===== src/rtl/irq_pin_pkg.sv =====
package irq_pin_pkg;
  localparam int NSRC = 3;
  // control register bit positions
  localparam int CB_EN_WDOG  = 7;
  localparam int CB_EN_ALARM = 6;
  localparam int CB_EN_PFAIL = 5;
  localparam int CB_POL      = 2;
  localparam int CB_PULSE    = 1;

  typedef struct packed {
    logic [NSRC-1:0] en;    // {wdog, alarm, pfail}
    logic            pol;   // 1: push-pull high, 0: open-drain low
    logic            pulse; // 1: timed pulse, 0: held level
  } ctl_t;

  function automatic logic [7:0] ctl_pack(ctl_t c);
    logic [7:0] v;
    v = '0;
    v[CB_EN_WDOG]  = c.en[2];
    v[CB_EN_ALARM] = c.en[1];
    v[CB_EN_PFAIL] = c.en[0];
    v[CB_POL]      = c.pol;
    v[CB_PULSE]    = c.pulse;
    return v;
  endfunction
endpackage


===== src/rtl/irq_ctl_reg.sv =====
module irq_ctl_reg
  import irq_pin_pkg::*;
(
  input  logic       clk,
  input  logic       rst,
  input  logic       wr,
  input  logic [7:0] wdata,
  output ctl_t       ctl_q,
  output ctl_t       ctl_n
);
  always_comb begin
    ctl_n = ctl_q;
    if (wr) begin
      ctl_n.en    = {wdata[CB_EN_WDOG], wdata[CB_EN_ALARM], wdata[CB_EN_PFAIL]};
      ctl_n.pol   = wdata[CB_POL];
      ctl_n.pulse = wdata[CB_PULSE];
    end
  end

  always_ff @(posedge clk) begin
    if (rst) ctl_q <= '0;
    else     ctl_q <= ctl_n;
  end
endmodule


===== src/rtl/irq_flag_bank.sv =====
module irq_flag_bank #(
  parameter int N = 3
) (
  input  logic         clk,
  input  logic         rst,
  input  logic [N-1:0] ev,
  input  logic         rd,
  output logic [N-1:0] flags_q
);
  for (genvar i = 0; i < N; i++) begin : g_flag
    always_ff @(posedge clk) begin
      if (rst)        flags_q[i] <= 1'b0;
      else if (ev[i]) flags_q[i] <= 1'b1;
      else if (rd)    flags_q[i] <= 1'b0;
    end
  end
endmodule


===== src/rtl/irq_pulse_timer.sv =====
module irq_pulse_timer #(
  parameter int TICKS = 7
) (
  input  logic clk,
  input  logic rst,
  input  logic load,
  input  logic tick,
  output logic busy_n
);
  localparam int CW = $clog2(TICKS + 1);
  localparam logic [CW-1:0] LOADV = CW'(TICKS);

  logic [CW-1:0] cnt_q, cnt_n;

  always_comb begin
    cnt_n = cnt_q;
    if (load)                        cnt_n = LOADV;
    else if (tick && cnt_q != '0)    cnt_n = cnt_q - 1'b1;
  end

  assign busy_n = (cnt_n != '0);

  always_ff @(posedge clk) begin
    if (rst) cnt_q <= '0;
    else     cnt_q <= cnt_n;
  end
endmodule


===== src/rtl/irq_pin_encoder.sv =====
module irq_pin_encoder (
  input  logic clk,
  input  logic rst,
  input  logic active_n,
  input  logic pol_n,
  output logic pin_oe,
  output logic pin_do
);
  always_ff @(posedge clk) begin
    if (rst) begin
      pin_oe <= 1'b0;
      pin_do <= 1'b0;
    end else if (pol_n) begin
      pin_oe <= 1'b1;
      pin_do <= active_n;
    end else begin
      pin_oe <= active_n;
      pin_do <= 1'b0;
    end
  end
endmodule


===== src/rtl/irq_pin_ctrl.sv =====
module irq_pin_ctrl
  import irq_pin_pkg::*;
#(
  parameter int PULSE_TICKS = 7
) (
  input  logic       clk,
  input  logic       rst,
  input  logic       tick,
  input  logic       ev_wdog,
  input  logic       ev_alarm,
  input  logic       ev_pfail,
  input  logic       ctl_wr,
  input  logic [7:0] ctl_wdata,
  output logic [7:0] ctl_rdata,
  input  logic       flags_rd,
  output logic [2:0] flags_rdata,
  output logic       pin_oe,
  output logic       pin_do
);
  ctl_t ctl_q, ctl_n;
  logic [NSRC-1:0] ev, flags_q;
  logic trig, pulse_busy_n, lvl_q, lvl_n, active_n;

  assign ev = {ev_wdog, ev_alarm, ev_pfail};

  irq_ctl_reg u_ctl (
    .clk(clk), .rst(rst), .wr(ctl_wr), .wdata(ctl_wdata),
    .ctl_q(ctl_q), .ctl_n(ctl_n)
  );

  irq_flag_bank #(.N(NSRC)) u_flags (
    .clk(clk), .rst(rst), .ev(ev), .rd(flags_rd), .flags_q(flags_q)
  );

  assign trig = |(ev & ctl_q.en);

  irq_pulse_timer #(.TICKS(PULSE_TICKS)) u_pulse (
    .clk(clk), .rst(rst), .load(trig && ctl_q.pulse), .tick(tick),
    .busy_n(pulse_busy_n)
  );

  always_comb begin
    lvl_n = lvl_q;
    if (trig && !ctl_q.pulse) lvl_n = 1'b1;
    else if (flags_rd)        lvl_n = 1'b0;
  end

  always_ff @(posedge clk) begin
    if (rst) lvl_q <= 1'b0;
    else     lvl_q <= lvl_n;
  end

  assign active_n = ctl_n.pulse ? pulse_busy_n : lvl_n;

  irq_pin_encoder u_enc (
    .clk(clk), .rst(rst), .active_n(active_n), .pol_n(ctl_n.pol),
    .pin_oe(pin_oe), .pin_do(pin_do)
  );

  assign ctl_rdata   = ctl_pack(ctl_q);
  assign flags_rdata = flags_q;
endmodule


===== config.mk =====
export PLATFORM = sky130hd
export DESIGN_NAME = irq_pin_ctrl
export DESIGN_NICKNAME = d
export VERILOG_FILES = /design/src/rtl/irq_pin_pkg.sv /design/src/rtl/irq_ctl_reg.sv /design/src/rtl/irq_flag_bank.sv /design/src/rtl/irq_pulse_timer.sv /design/src/rtl/irq_pin_encoder.sv /design/src/rtl/irq_pin_ctrl.sv
export SDC_FILE = /design/constraint.sdc
export NUM_CORES = 1
export LEC_CHECK = 0
export ABC_AREA = 1
export BUFFER_PORTS_ARGS = -buffer_cell sky130_fd_sc_hd__buf_2
export CAP_MARGIN = 10
export CORE_MARGIN = 3
export CORE_UTILIZATION = 39
export CTS_CLUSTER_SIZE = 28
export DETAILED_ROUTE_END_ITERATION = 10
export PLACE_DENSITY_LB_ADDON = 0.08
export RECOVER_POWER = 100
export SYNTH_ARGS = -nofsm -noshare
export SYNTH_HDL_FRONTEND = slang
export SYNTH_SLANG_ARGS = --single-unit

===== constraint.sdc =====
create_clock -name clk -period 1.3 [get_ports clk]
set_input_delay 0.13 -clock clk [delete_from_list [all_inputs] [get_ports clk]]
set_output_delay 0.13 -clock clk [all_outputs]
set_load 0.005 [all_outputs]

# Word-level counts from Yosys, hierarchy flattened

Cells that the tools add are included.

Register bits: 14

Reduce and logical (&&, ||, !) cells: 11
Add/sub/neg operators: 1
Bitwise gates (word level): 2
Muxes and demuxes: 11

Operators by type and width:

| cell                                              | number |
|---|---|
| two-way mux 1 bit                                 | 8 |
| two-way mux 3 bit                                 | 2 |
| nonzero test 2 bit                                | 3 |
| nonzero test 3 bit                                | 2 |
| AND 3 bit                                         | 1 |
| logical AND 1 bit                                 | 3 |
| OR reduction 3 bit                                | 1 |
| subtractor 3 x 1 -> 3 bit (second input constant) | 1 |
| two-way mux 2 bit                                 | 1 |
| OR reduction 2 bit                                | 1 |
| logical NOT 1 bit                                 | 1 |
| inverter 1 bit                                    | 1 |

# Longest topological paths before layout

Gate-level depths: netlist of run 1.

Depth in word-level cells: 7
Mapped depth: 12
Gate-level depth less buffers: 12

# Cells and area by module

Synthesis of run 1 repeated with hierarchy kept, for this count alone.

Cells, all modules: 114
Area total of the unflattened synthesis: 715.7 µm²

By module, submodules not included:

| module          | cells each | times used | area each (µm²) | sequential area each (µm²) |
|---|---|---|---|---|
| irq_ctl_reg     | 41         | 1          | 237.7           | 100.1 |
| irq_pulse_timer | 31         | 1          | 192.7           | 60.1 |
| irq_pin_ctrl    | 21         | 1          | 121.4           | 20.0 |
| irq_flag_bank   | 13         | 1          | 101.3           | 60.1 |
| irq_pin_encoder | 8          | 1          | 62.6            | 40.0 |

# Least setup slack after synthesis of run 1

Ideal clock, no wire load.

Kind: reg-to-reg
Start point: reg u_pulse.cnt_q[0]
End point: reg u_enc.pin_oe
Arrival time: 1.227 ns
Cell stages (with the launch flop): 12
Data required time: 1.187 ns
Slack: -0.040 ns
Path through: dfxtp_1 > inv_1 > ha_1 > ha_1 > inv_2 > nand2_2 > nand2_1 > nand3_2 > nor2_2 > nand2_2 > nand3_1 > nand2_1

Word-level cells in the longest chain between the ends: 7

RTL lines:

| item                                                                              | line                  | source |
|---|---|---|
| from (decl)                                                                       | irq_pulse_timer.sv:13 | `logic [CW-1:0] cnt_q, cnt_n;` |
| from (signal assigned)                                                            | irq_pulse_timer.sv:25 | `else cnt_q <= cnt_n;` |
| parallel branches: the longest is 2 deep, another holds subtractor 3 x 1 -> 3 bit | --                    |  |
| two-way mux 3 bit *                                                               | irq_pulse_timer.sv:18 | `else if (tick && cnt_q != '0) cnt_n = cnt_q - 1'b1;` |
| two-way mux 3 bit *                                                               | irq_pulse_timer.sv:17 | `if (load) cnt_n = LOADV;` |
| nonzero test 3 bit *                                                              | irq_pulse_timer.sv:21 | `assign busy_n = (cnt_n != '0);` |
| two-way mux 1 bit *                                                               | irq_pin_ctrl.sv:53    | `assign active_n = ctl_n.pulse ? pulse_busy_n : lvl_n;` |
| two-way mux 1 bit *                                                               | irq_pin_encoder.sv:13 | `end else if (pol_n) begin` |
| to (signal assigned)                                                              | irq_pin_encoder.sv:17 | `pin_oe <= active_n;` |
| to (decl)                                                                         | irq_pin_encoder.sv:6  | `output logic pin_oe,` |

Every way passes the cells marked *.
A chain may end at the register's enable or synchronous reset.

# Worst setup path after layout of run 1

Same ends and word-level chain as after synthesis.

==> key figures, run 1 <==
Status
  – Run status: finished with violations
  – Violations in the final reports: setup timing

Job
  – Maxcap violations: 0

CTS
  – Total number of clock tree sinks: 14
  – Worst skew pair latency: 0.26 ns
  – Number of hold buffers added after cts: 0
  – Root buf cell: sky130_fd_sc_hd__clkbuf_4
  – Max H-tree Level: 1
  – Worst-case clock buffer depth: 2
  – Number of CTS-inserted buffers: 3
  – Clk slew on worst S/H paths: 0.08 ns
  – Clock tree from TritonCTS: built

Placed design
  – Quantity of I/O buffers inserted on ports: 22
  – Detailed Place HPWL: 1010 um
  – Global placer's final weighted congestion: 0.668
  – Area after detailed placement: 758 um2

Drt
  – Count of antenna-violating nets left after detailed routing: 0
  – Drt via density: 4.69
  – Number of design rule violations left after detail routing: 0
  – Iteration count of the initial detailed-routing pass: 2
  – Wirelength, routed: 1230 um
  – Initial DRC Count: 4
  – Wire length per cell after detailed routing: 9.99 um
  – Detailed-route via count: 577

Global route
  – Largest net degree at the start of global routing: 10
  – Combined global-route utilization of all metal layers: 14.2%
  – M3 GR Usage: 2.34%
  – Wire length of the first global-routing pass: 2190 um
  – Antenna violations before repair: 0
  – GRT busiest layer: met2
  – Met1 track demand over resource in global routing: 16.2%
  – Global route overflow: 0
  – Via count of the first global-routing pass: 562
  – GR Layer Usage met2: 24.5%

Worst setup path
  – Type of origin of the critical path: register
  – Data arrival, critical path: 1.51 ns
  – Worst reg-to-reg path cell count: 11
  – Delay-heaviest family, CP: simple AND/OR/NAND/NOR gates
  – Critical path, cell by cell: inv_2 -> ha_4 -> ha_4 -> inv_4 -> nand2_4 -> nand2_2 -> o21ai_2 -> nor2_2 -> nand2_2 -> nand3_2 -> nand2_1
  – CP Max Fanout: 4
  – CP Class: reg2reg
  – Critical Path RT: 1.47 ns
  – Worst stage delay on the critical path: 0.34 ns
  – Number of buffers and inverters on the critical path: 2
  – Capturing element type of the critical path: register
  – Slowest CP cell: sky130_fd_sc_hd__dfxtp_2
  – Critical path depth: 11

Die
  – Die Wd: 46.3 um
  – Die Footprint: 2140 um2
  – IO Count: 29
  – Chip height: 46.3 um
  – Floorplan row count: 13
  – Starting Density: 44.7%
  – Core Region: 1420 um2

Power and ir drop
  – Cell area power density: 1490 nW/um2
  – Final total power: 1.22 mW
  – Leakage power of the design: 0.415 nW
  – IR drop worst, VDD: 914 uV

Yosys
  – Area contributors post-synth: sky130_fd_sc_hd__dfxtp_1 (44%), sky130_fd_sc_hd__nand2_1 (8.3%), sky130_fd_sc_hd__nor2_1 (7.7%)
  – Synth area leader: sky130_fd_sc_hd__dfxtp_1
  – Share of flip-flops with an asynchronous set or reset after synthesis: 0%
  – Number of enable flip-flop cells after synthesis: 0
  – Number of synthesized register bits: 14
  – Leading post-synthesis cells by instance count: sky130_fd_sc_hd__dfxtp_1 (14), sky130_fd_sc_hd__nand2_1 (14), sky130_fd_sc_hd__nor2_1 (13)
  – Synthesized netlist cell count: 84
  – Area share of the leading cell type in the synthesized netlist: 44.4%
  – Post-Syn Area per Cell: 7.52 um2
  – Portion of the post-synthesis area used by sequential elements: 44.4%
  – Synthesis warning total: 0
  – Distinct cells, synth: 20
  – Top_reg_cell synth: sky130_fd_sc_hd__dfxtp_1
  – Syn Std Cell Area: 632 um2

STA
  – Part of the cycle the worst path needs: 103%
  – Layout Skew: 0.00406 ns
  – Final worst path period need: 1.34 ns
  – Worst hold-check slack: 0.0844 ns
  – Setup-violating endpoint count in the final report: 2
  – Final setup TNS: -0.0701 ns
  – Maximum achievable frequency: 748 MHz
  – Final worst-path setup slack: -0.0377 ns
  – Final number of hold-violating endpoints: 0
  – Slew Limit Fails: 0
  – RSZ-0062 raised after global routing: yes

Hold path
  – Hold Path Class: in2reg
  – Hold Path Depth: 3

Finish
  – Area overhead of the layout relative to synthesis: 29.3%
  – # nets final: 128
  – Antenna Cells: 0
  – Fraction of final layout cells sized beyond drive strength 1: 42.6%
  – Final design area excluding fillers: 817 um2
  – Filler instances: 152
[through the flow]
step / setup WS (ns) / cells / utilization [%]
2_1_floorplan: -0.0133 / 86 / -
3_3_place_gp: -0.0886 / 120 / 53.6
3_5_place_dp: -0.131 / 120 / 53.6
4_1_cts: -0.0356 / 123 / 58.0
5_1_grt: -0.141 / 123 / 57.7
6_report: -0.0377 / 123 / 57.7
[metal layers]
metal / share of wire (%) / up-vias
met5: 0 / -
met4: 0.90 / 0
met3: 5.1 / 2
met2: 51 / 15
met1: 42 / 257
li1: - / 303
[registers in the layout, summed over array words and instances (netlist names)]
| name | cells |
|---|---|
| u_ctl.ctl_q | 5 |
| u_flags.flags_q | 3 |
| u_pulse.cnt_q | 3 |
| lvl_q | 1 |
| u_enc.pin_do | 1 |
| u_enc.pin_oe | 1 |
[worst paths after layout]
check / start / slack, ns / to
setup / recovery: u_pulse.cnt_q[0]$_SDFF_PP0_ / -0.04 / u_enc.pin_oe$_SDFF_PP0_
hold / removal: ctl_wdata[6] / 0.08 / u_ctl.ctl_q[3]$_SDFFE_PP0P_
setup reg to reg: u_pulse.cnt_q[0]$_SDFF_PP0_ / -0.04 / u_enc.pin_oe$_SDFF_PP0_
hold reg to reg: u_flags.flags_q[1]$_SDFFE_PP0P_ / 0.48 / u_flags.flags_q[1]$_SDFFE_PP0P_
[area by class of cell]
type | count | area (um2) | share of cell area, %
well taps | 15 | 18.8 | 2.30
multi-input cells | 55 | 328 | 40.1
inverters | 13 | 51.3 | 6.28
flip-flops and latches | 14 | 283 | 34.6
repair buffers | 23 | 114 | 13.9
clock buffers | 3 | 22.5 | 2.76
[kinds of logic after synthesis]
kind of cell	Yosys count	share of synthesized area [%]
simple gates	40	29.9
buf+inv	17	12.1
flops	14	44.4
compound gates	10	9.11
fa+ha+maj	2	3.96
other cells	1	0.593
[repair_timing]
item,in CTS,in global routing
resized for setup,8,1
setup buffers,0,0
endpoints found under the setup margin,3,2
pin swaps,6,0
[placed cells by master (no fill, tap or decap), drive strengths merged]
cell type,n
nor2,15
clkbuf,6
clkinv,1
conb,3
a31oi,1
ha,2
nand2,18
o21ai,4
nor3,1
nand3,6
a21oi,4
dfxtp,14
o21a,1
buf,20
inv,12
[power by group]
group,switching (mW),leakage [nW],internal (mW),total (mW)
Sequential,0.0289,0.117,0.487,0.516
Clock,0.122,0.0138,0.107,0.229
Combinational,0.261,0.284,0.212,0.473
[tightest hold or removal path: stages]
cell and delay (ns):
sky130_fd_sc_hd__buf_2 0.08, sky130_fd_sc_hd__nor2_1 0.03, sky130_fd_sc_hd__nor2_1 0.08
(Power assumes the default switching activity.)
==> run 2, diff against run 1 <==
- ABC_AREA: 1 -> unset
==> run 2 against run 1 <==
Compared with the run above: the flow still finishes with violations (setup timing); clock skew grew 0.0038 ns; sequential power grew 2%; hold slack gained 0.0019 ns; cell count shrank 11%; wire length grew 5.3%; global-route usage grew 0.96 points; combinational power grew 29%; synthesized cell count shrank 20%; via count shrank 4.3%; critical path type unchanged; critical endpoint unchanged; largest power group is now combinational cells.
==> key figures, run 2 <==
Finish
  – Leading registers by flop count: u_ctl.ctl_q x5, u_flags.flags_q x3, u_pulse.cnt_q x3 (unchanged)
  – Area overhead of the layout relative to synthesis: 32.8% (was 29.3%)
  – Reg with most FFs: u_ctl.ctl_q (unchanged)
  – # nets final: 115 (was 128)
  – Combined area of the multi-input logic cells: 335 um2 (was 328 um2)
  – Fraction of final layout cells sized beyond drive strength 1: 42.1% (was 42.6%)
  – Area taken by flip-flops and latches: 283 um2 (unchanged)
  – Max reg flops: 5 (unchanged)
  – Filler instances: 131 (was 152)
  – Antenna Cells: 0 (unchanged)
  – Most common cell after layout, fill and taps aside: sky130_fd_sc_hd__buf_2 (unchanged)
  – Commonest cells after routing, fill and taps aside: sky130_fd_sc_hd__buf_2 (19), sky130_fd_sc_hd__dfxtp_1 (12), sky130_fd_sc_hd__nor2_1 (10) (was sky130_fd_sc_hd__buf_2 (19), sky130_fd_sc_hd__nor2_1 (13), sky130_fd_sc_hd__nand2_1 (12), sky130_fd_sc_hd__dfxtp_1 (12), sky130_fd_sc_hd__inv_1 (6))

Yosys
  – Portion of the post-synthesis area used by sequential elements: 45.1% (was 44.4%)
  – Number of synthesized register bits: 14 (unchanged)
  – Synthesis warning total: 0 (unchanged)
  – Synthesized netlist cell count: 67 (was 84)
  – Share of flip-flops with an asynchronous set or reset after synthesis: 0% (unchanged)
  – Distinct cells, synth: 25 (was 20)
  – Leading post-synthesis cells by instance count: sky130_fd_sc_hd__dfxtp_1 (14), sky130_fd_sc_hd__nor2_1 (10), sky130_fd_sc_hd__a21oi_1 (6) (was sky130_fd_sc_hd__dfxtp_1 (14), sky130_fd_sc_hd__nand2_1 (14), sky130_fd_sc_hd__nor2_1 (13))
  – Most frequent cell after synthesis: sky130_fd_sc_hd__dfxtp_1
  – Area share of the leading cell type in the synthesized netlist: 45.1% (was 44.4%)
  – Top_reg_cell synth: sky130_fd_sc_hd__dfxtp_1 (unchanged)
  – Synth area leader: sky130_fd_sc_hd__dfxtp_1 (unchanged)
  – Area contributors post-synth: sky130_fd_sc_hd__dfxtp_1 (45%), sky130_fd_sc_hd__mux2i_1 (8.0%), sky130_fd_sc_hd__nor2_1 (6.0%) (was sky130_fd_sc_hd__dfxtp_1 (44%), sky130_fd_sc_hd__nand2_1 (8.3%), sky130_fd_sc_hd__nor2_1 (7.7%))
  – Number of enable flip-flop cells after synthesis: 0 (unchanged)
  – Post-Syn Area per Cell: 9.28 um2 (was 7.52 um2)
  – Syn Std Cell Area: 622 um2 (was 632 um2)

Drt
  – Iteration count of the initial detailed-routing pass: 4 (was 2)
  – Detailed-route via count: 552 (was 577)
  – Count of antenna-violating nets left after detailed routing: 0 (unchanged)
  – Initial DRC Count: 11 (was 4)
  – Wire length per cell after detailed routing: 11.8 um (was 9.99 um)
  – Number of design rule violations left after detail routing: 0 (unchanged)
  – Drt via density: 5.02 (was 4.69)
  – Wirelength, routed: 1290 um (was 1230 um)

STA
  – Final worst path period need: 1.49 ns (was 1.34 ns)
  – RSZ-0062 raised after global routing: yes (unchanged)
  – Final number of hold-violating endpoints: 0 (unchanged)
  – Layout Skew: 0.00785 ns (was 0.00406 ns)
  – Worst hold-check slack: 0.0863 ns (was 0.0844 ns)
  – Slew Limit Fails: 0 (unchanged)
  – Part of the cycle the worst path needs: 115% (was 103%)
  – Setup-violating endpoint count in the final report: 3 (was 2)
  – Final worst-path setup slack: -0.195 ns (was -0.0377 ns)
  – Maximum achievable frequency: 669 MHz (was 748 MHz)

Die
  – Chip height: 45.9 um (was 46.3 um)
  – Core Region: 1400 um2 (was 1420 um2)
  – Starting Density: 44.5% (was 44.7%)
  – IO Count: 29 (unchanged)
  – Die Footprint: 2110 um2 (was 2140 um2)
  – Floorplan row count: 13 (unchanged)
  – Die Wd: 45.9 um (was 46.3 um)

Worst setup path
  – Data arrival, critical path: 1.66 ns (was 1.51 ns)
  – Crit path capture: u_enc.pin_oe$_SDFF_PP0_ (unchanged)
  – Internal reg-to-reg setup slack: -0.19 ns (was -0.04 ns)
  – CP Max Fanout: 2 (was 4)
  – Worst setup path startpoint: u_pulse.cnt_q[1]$_SDFF_PP0_ (was u_pulse.cnt_q[0]$_SDFF_PP0_)
  – Critical path, cell by cell: inv_2 -> ha_4 -> ha_4 -> nand4b_1 -> o31a_1 -> o41ai_2 -> a21oi_1 (was inv_2 -> ha_4 -> ha_4 -> inv_4 -> nand2_4 -> nand2_2 -> o21ai_2 -> nor2_2 -> nand2_2 -> nand3_2 -> nand2_1)
  – Critical Path RT: 1.46 ns (was 1.47 ns)
  – Delay-heaviest family, CP: compound AO/OA/AOI/OAI gates (was simple AND/OR/NAND/NOR gates)
  – Capturing element type of the critical path: register (unchanged)
  – Critical path depth: 7 (was 11)
  – Number of buffers and inverters on the critical path: 1 (was 2)
  – Slowest CP cell: sky130_fd_sc_hd__dfxtp_2 (unchanged)
  – Reg-to-reg critical path endpoint: u_enc.pin_oe$_SDFF_PP0_ (unchanged)
  – Worst reg-to-reg path cell count: 7 (was 11)
  – CP Class: reg2reg (unchanged)
  – Reg-to-reg critical path startpoint: u_pulse.cnt_q[1]$_SDFF_PP0_ (was u_pulse.cnt_q[0]$_SDFF_PP0_)
  – Worst stage delay on the critical path: 0.33 ns (was 0.34 ns)
  – Type of origin of the critical path: register (unchanged)
  – Most prevalent standard cell on the critical path: sky130_fd_sc_hd__ha_4

Global route
  – Global route overflow: 0 (unchanged)
  – Antenna violations before repair: 0 (unchanged)
  – Via count of the first global-routing pass: 501 (was 562)
  – Largest net degree at the start of global routing: 15 (was 10)
  – Combined global-route utilization of all metal layers: 15.2% (was 14.2%)
  – Wire length of the first global-routing pass: 2170 um (was 2190 um)

Power and ir drop
  – Clk pwr share: 17.4% (was 18.8%)
  – IR drop worst, VDD: 1080 uV (was 914 uV)
  – Pint: 0.940 mW (was 0.806 mW)
  – Power dissipated by switching net loads: 0.435 mW (was 0.412 mW)
  – Cell area power density: 1660 nW/um2 (was 1490 nW/um2)
  – Final total power: 1.37 mW (was 1.22 mW)
  – Comb power frac: 44.3% (was 38.8%)
  – Leakage power of the design: 0.388 nW (was 0.415 nW)
  – Sw Share: 31.6% (was 33.8%)
  – Part of the power in registers: 38.3% (was 42.4%)

CTS
  – Max H-tree Level: 1 (unchanged)
  – Number of hold buffers added after cts: 0 (unchanged)
  – Clk slew on worst S/H paths: 0.08 ns (about the same)
  – Root buf cell: sky130_fd_sc_hd__clkbuf_4 (unchanged)
  – Number of CTS-inserted buffers: 3 (unchanged)
  – Clock tree from TritonCTS: built (unchanged)
  – Post-cts resize count: 0 (was 8)
  – Total number of clock tree sinks: 14 (unchanged)
  – Worst skew pair latency: 0.28 ns (was 0.26 ns)
  – Worst-case clock buffer depth: 2 (unchanged)

Job
  – Maxcap violations: 0 (unchanged)

Placed design
  – Placement-stage worst setup slack: -0.237 ns (was -0.131 ns)
  – Detailed Place HPWL: 1010 um (about the same)
  – Global placer's final weighted congestion: 0.702 (was 0.668)
  – Quantity of I/O buffers inserted on ports: 22 (unchanged)

Hold path
  – Hold_sp: ev_pfail (was ctl_wdata[6])
  – Hold Path Class: in2reg (unchanged)

Status
  – Violations in the final reports: setup timing (unchanged)
  – Run status: finished with violations (unchanged)
run 2: cell count changes after synthesis, sizes merged, moves of 2 or more:
cell   change
nand2     -13
nand3      -6
mux2i      +5
nor2       -5
inv        -8
a21oi      +2
o21ai      -2
run 2: timing repair:
item                       in CTS  in global routing
setup endpoints to repair       2                  4
pin swaps                       1                  1
setup buffers                   2                  0
run 2: how the worst min path moves through the flow:
stage / endpoint / cells after the start
after floorplan: u_pulse.cnt_q[1]$_SDFF_PP0_ / 1
after global routing: u_flags.flags_q[0]$_SDFFE_PP0P_ / 3
after CTS: u_flags.flags_q[1]$_SDFFE_PP0P_ / 3
after detailed placement: u_ctl.ctl_q[2]$_SDFFE_PP0P_ / 3
after global placement: u_ctl.ctl_q[3]$_SDFFE_PP0P_ / 3
final: u_flags.flags_q[0]$_SDFFE_PP0P_ / 3
run 2: cells by family (layout without fill, tap and decap cells):
logic type                 after synthesis  in the layout  share of synthesized area, %
and+or+nand+nor                         21             21                          16.7
xor gates and xnor gates                 1              1                          1.41
DFF                                     14             14                          45.1
buffers and inverters                    9             35                          7.44
adders and majority gates                2              2                          4.02
AOI/OAI and AO/OA                       14             14                          16.7
other                                    1              3                         0.603
muxes                                    5              5                          8.05
run 2: cell type report:
cell class	count	area share (%)
Sequential cell	14	34.2
Tap cell	15	2.27
Inverter	4	1.82
Multi-Input combinational cell	46	40.6
Timing Repair Buffer	28	18.3
Clock buffer	3	2.73
run 2: through the flow:
step | instance area, um2 | TNS, ns | util [%] | cells
after floorplan | 664 | -0.247 | - | 69
after global placement | 792 | -0.310 | 56.6 | 105
after detailed placement | 792 | -0.431 | 56.6 | 105
after CTS | 830 | -0.377 | 59.3 | 110
after global routing | 826 | -0.745 | 59.0 | 110
final | 826 | -0.379 | 59.0 | 110
run 2: routing by layer:
metal,global-route usage (%),part of all wire [%],up-vias
li1,-,-,281
met1,18.5,49,241
met2,22.5,41,26
met3,5.93,8.3,4
met4,8.52,1.7,0
met5,0,0,-
run 2: power by group through the flow:
stage               logic [mW]  clock network [mW]  registers [mW]
floorplan                0.407                   0           0.537
finish                   0.609               0.240           0.526
CTS                      0.620               0.252           0.525
global route             0.687               0.264           0.534
detailed placement       0.585                   0           0.535
global placement         0.560                   0           0.533
run 2: worst reg2reg max path: stages, from the launching register on:
cell and delay, ns:
sky130_fd_sc_hd__dfxtp_2 0.33, sky130_fd_sc_hd__inv_2 0.05, sky130_fd_sc_hd__ha_4 0.16, sky130_fd_sc_hd__ha_4 0.26, sky130_fd_sc_hd__nand4b_1 0.10, sky130_fd_sc_hd__o31a_1 0.13, sky130_fd_sc_hd__o41ai_2 0.26, sky130_fd_sc_hd__a21oi_1 0.11
==> run 3, diff against run 2 <==
- TNS_END_PERCENT: unset -> 30
==> run 3 against run 2 <==
Compared with the run above: the run still ends with setup timing left; clock-buffer cell count unchanged; die area is the same; register-to-register slack about the same; sequential share of layout area grew 0.63 points; via count shrank 1.1%; wire length decreased by 0.23%; power fell by 2.3%; global-route usage unchanged; hold slack barely moved; flip-flop and latch count unchanged; critical path depth did not move; core utilization is 1.1 points lower; critical endpoint unchanged; largest cell class unchanged.
==> key figures, run 3 (synthesized netlist as in run 2, its figures left out) <==
Power and ir drop
  – Leakage power of the design: 0.377 nW (was 0.388 nW)
  – IR drop worst, VDD: 1070 uV (was 1080 uV)
  – Final total power: 1.34 mW (was 1.37 mW)
  – Cell area power density: 1660 nW/um2 (about the same)

Drt
  – Initial DRC Count: 12 (was 11)
  – Drt via density: 5.06 (was 5.02)
  – Iteration count of the initial detailed-routing pass: 4 (unchanged)
  – Number of design rule violations left after detail routing: 0 (unchanged)
  – Wirelength, routed: 1290 um (about the same)
  – Wire length per cell after detailed routing: 12.0 um (was 11.8 um)
  – Count of antenna-violating nets left after detailed routing: 0 (unchanged)
  – Detailed-route via count: 546 (was 552)

STA
  – Worst hold-check slack: 0.0865 ns (was 0.0863 ns)
  – Final number of hold-violating endpoints: 0 (unchanged)
  – Slew Limit Fails: 0 (unchanged)
  – Final worst path period need: 1.50 ns (was 1.49 ns)
  – Setup-violating endpoint count in the final report: 2 (was 3)
  – Maximum achievable frequency: 667 MHz (was 669 MHz)
  – Final worst-path setup slack: -0.199 ns (was -0.195 ns)
  – Layout Skew: 0.00776 ns (was 0.00785 ns)
  – RSZ-0062 raised after global routing: yes (unchanged)
  – Part of the cycle the worst path needs: 115% (about the same)

Placed design
  – Quantity of I/O buffers inserted on ports: 22 (unchanged)
  – Placement-stage worst setup slack: -0.237 ns (unchanged)
  – Area after detailed placement: 792 um2 (unchanged)
  – Detailed Place HPWL: 1010 um (unchanged)
  – Global placer's final weighted congestion: 0.704 (was 0.702)

Finish
  – Reg with most FFs: u_ctl.ctl_q (unchanged)
  – Commonest cells after routing, fill and taps aside: sky130_fd_sc_hd__buf_2 (19), sky130_fd_sc_hd__dfxtp_1 (12), sky130_fd_sc_hd__nor2_1 (10) (unchanged)
  – Leading registers by flop count: u_ctl.ctl_q x5, u_flags.flags_q x3, u_pulse.cnt_q x3 (unchanged)
  – Fraction of final layout cells sized beyond drive strength 1: 40.9% (was 42.1%)
  – Max reg flops: 5 (unchanged)
  – Most common cell after layout, fill and taps aside: sky130_fd_sc_hd__buf_2 (unchanged)
  – Area overhead of the layout relative to synthesis: 30.4% (was 32.8%)
  – Final design area excluding fillers: 811 um2 (was 826 um2)
  – Antenna Cells: 0 (unchanged)
  – # nets final: 113 (was 115)

Die
  – Die Footprint: 2110 um2 (unchanged)
  – Core Region: 1400 um2 (unchanged)
  – IO Count: 29 (unchanged)
  – Chip height: 45.9 um (unchanged)
  – Die Wd: 45.9 um (unchanged)
  – Starting Density: 44.5% (unchanged)
  – Floorplan row count: 13 (unchanged)

CTS
  – Number of hold buffers added after cts: 0 (unchanged)
  – Max H-tree Level: 1 (unchanged)
  – Clock tree from TritonCTS: built (unchanged)
  – Total number of clock tree sinks: 14 (unchanged)
  – Root buf cell: sky130_fd_sc_hd__clkbuf_4 (unchanged)
  – Worst-case clock buffer depth: 2 (unchanged)
  – Post-CTS setup buffers: 0 (was 2)
  – Number of CTS-inserted buffers: 3 (unchanged)
  – Clk slew on worst S/H paths: 0.08 ns (about the same)
  – Worst skew pair latency: 0.28 ns (about the same)

Status
  – Run status: finished with violations (unchanged)
  – Violations in the final reports: setup timing (unchanged)

Worst setup path
  – Capturing element type of the critical path: register (unchanged)
  – Internal reg-to-reg setup slack: -0.20 ns (was -0.19 ns)
  – Worst stage delay on the critical path: 0.34 ns (was 0.33 ns)
  – Slowest CP cell: sky130_fd_sc_hd__dfxtp_2 (unchanged)
  – Reg-to-reg critical path startpoint: u_pulse.cnt_q[1]$_SDFF_PP0_ (unchanged)
  – Most prevalent standard cell on the critical path: sky130_fd_sc_hd__ha_4 (unchanged)
  – CP Class: reg2reg (unchanged)
  – Data arrival, critical path: 1.66 ns (about the same)
  – Critical Path RT: 1.46 ns (about the same)
  – CP Max Fanout: 6 (was 2)
  – Critical path, cell by cell: inv_2 -> ha_4 -> ha_4 -> nor2b_4 -> xnor2_2 -> o41ai_2 -> a21oi_1 (was inv_2 -> ha_4 -> ha_4 -> nand4b_1 -> o31a_1 -> o41ai_2 -> a21oi_1)
  – Type of origin of the critical path: register (unchanged)
  – Worst reg-to-reg path cell count: 7 (unchanged)
  – Reg-to-reg critical path endpoint: u_enc.pin_oe$_SDFF_PP0_ (unchanged)

Job
  – Maxcap violations: 0 (unchanged)

Hold path
  – Hold_sp: ev_pfail (unchanged)
  – Hold Path Class: in2reg (unchanged)
  – Worst Hold Endpoint: u_flags.flags_q[0]$_SDFFE_PP0P_ (unchanged)
  – Hold Path Depth: 3 (unchanged)

Global route
  – Wire length of the first global-routing pass: 2170 um (unchanged)
  – Antenna violations before repair: 0 (unchanged)
  – Global route overflow: 0 (unchanged)
  – Combined global-route utilization of all metal layers: 15.2% (unchanged)
  – Largest net degree at the start of global routing: 15 (unchanged)
  – Via count of the first global-routing pass: 498 (was 501)
[run 3: cell types whose count changed in the layout (fill, tap and decap cells not counted), sizes merged]
cell  delta
buf      -2
[run 3: final cells by class]
| type | instances | area (um2) |
|---|---|---|
| fill | 133 | 588 |
| multi-input combinational | 46 | 335 |
| sequential | 14 | 283 |
| timing repair buffer | 26 | 136 |
| clock buffer | 3 | 22.5 |
| tap | 15 | 18.8 |
| inverter | 4 | 15.0 |
[run 3: power by group]
| part | leakage, nW | switching (mW) | internal (mW) | total [mW] |
|---|---|---|---|---|
| Sequential | 0.117 | 0.0323 | 0.494 | 0.526 |
| Clock | 0.0138 | 0.132 | 0.107 | 0.240 |
| Combinational | 0.247 | 0.265 | 0.312 | 0.577 |
[run 3: worst max-delay path, delay by kind of cell (launching register included)]
family	cells	cell delay (ns)
AND/OR/NAND/NOR	1	0.17
adder cells (fa/ha/maj)	2	0.32
buffers and inverters	1	0.05
XOR/XNOR	1	0.09
AO/OA/AOI/OAI	2	0.43
flip-flops	1	0.34
[run 3: timing repair]
action | CTS | global route
gates resized for setup | 0 | 0
endpoints found under the hold margin | 0 | 0
pin swaps | 1 | 2
endpoints found under the setup margin | 2 | 4
[run 3: worst max path at each step]
stage / from / end / slack (ns)
after global placement: u_pulse.cnt_q[1]$_SDFF_PP0_ / u_enc.pin_oe$_SDFF_PP0_ / -0.17
after floorplan: u_pulse.cnt_q[1]$_SDFF_PP0_ / u_enc.pin_oe$_SDFF_PP0_ / -0.14
after detailed placement: u_pulse.cnt_q[1]$_SDFF_PP0_ / u_enc.pin_oe$_SDFF_PP0_ / -0.24
after global routing: u_pulse.cnt_q[1]$_SDFF_PP0_ / u_enc.pin_do$_SDFF_PP0_ / -0.29
after CTS: u_pulse.cnt_q[1]$_SDFF_PP0_ / u_enc.pin_oe$_SDFF_PP0_ / -0.22
final: u_pulse.cnt_q[1]$_SDFF_PP0_ / u_enc.pin_oe$_SDFF_PP0_ / -0.20
[run 3: per-layer routing]
metal	share of wire, %	up-vias	track usage [%]
met4	1.7	0	8.52
met2	41	20	22.3
met3	7.1	4	5.93
met1	50	245	18.7
li1	-	277	-
met5	0	-	0
[run 3: through the flow]
| step | std cells | TNS, ns | utilization (%) |
|---|---|---|---|
| final | 108 | -0.388 | 58.0 |
| after global routing | 108 | -0.655 | 58.0 |
| after CTS | 108 | -0.411 | 58.2 |
| after detailed placement | 105 | -0.431 | 56.6 |
| after global placement | 105 | -0.310 | 56.6 |
| after floorplan | 69 | -0.247 | - |
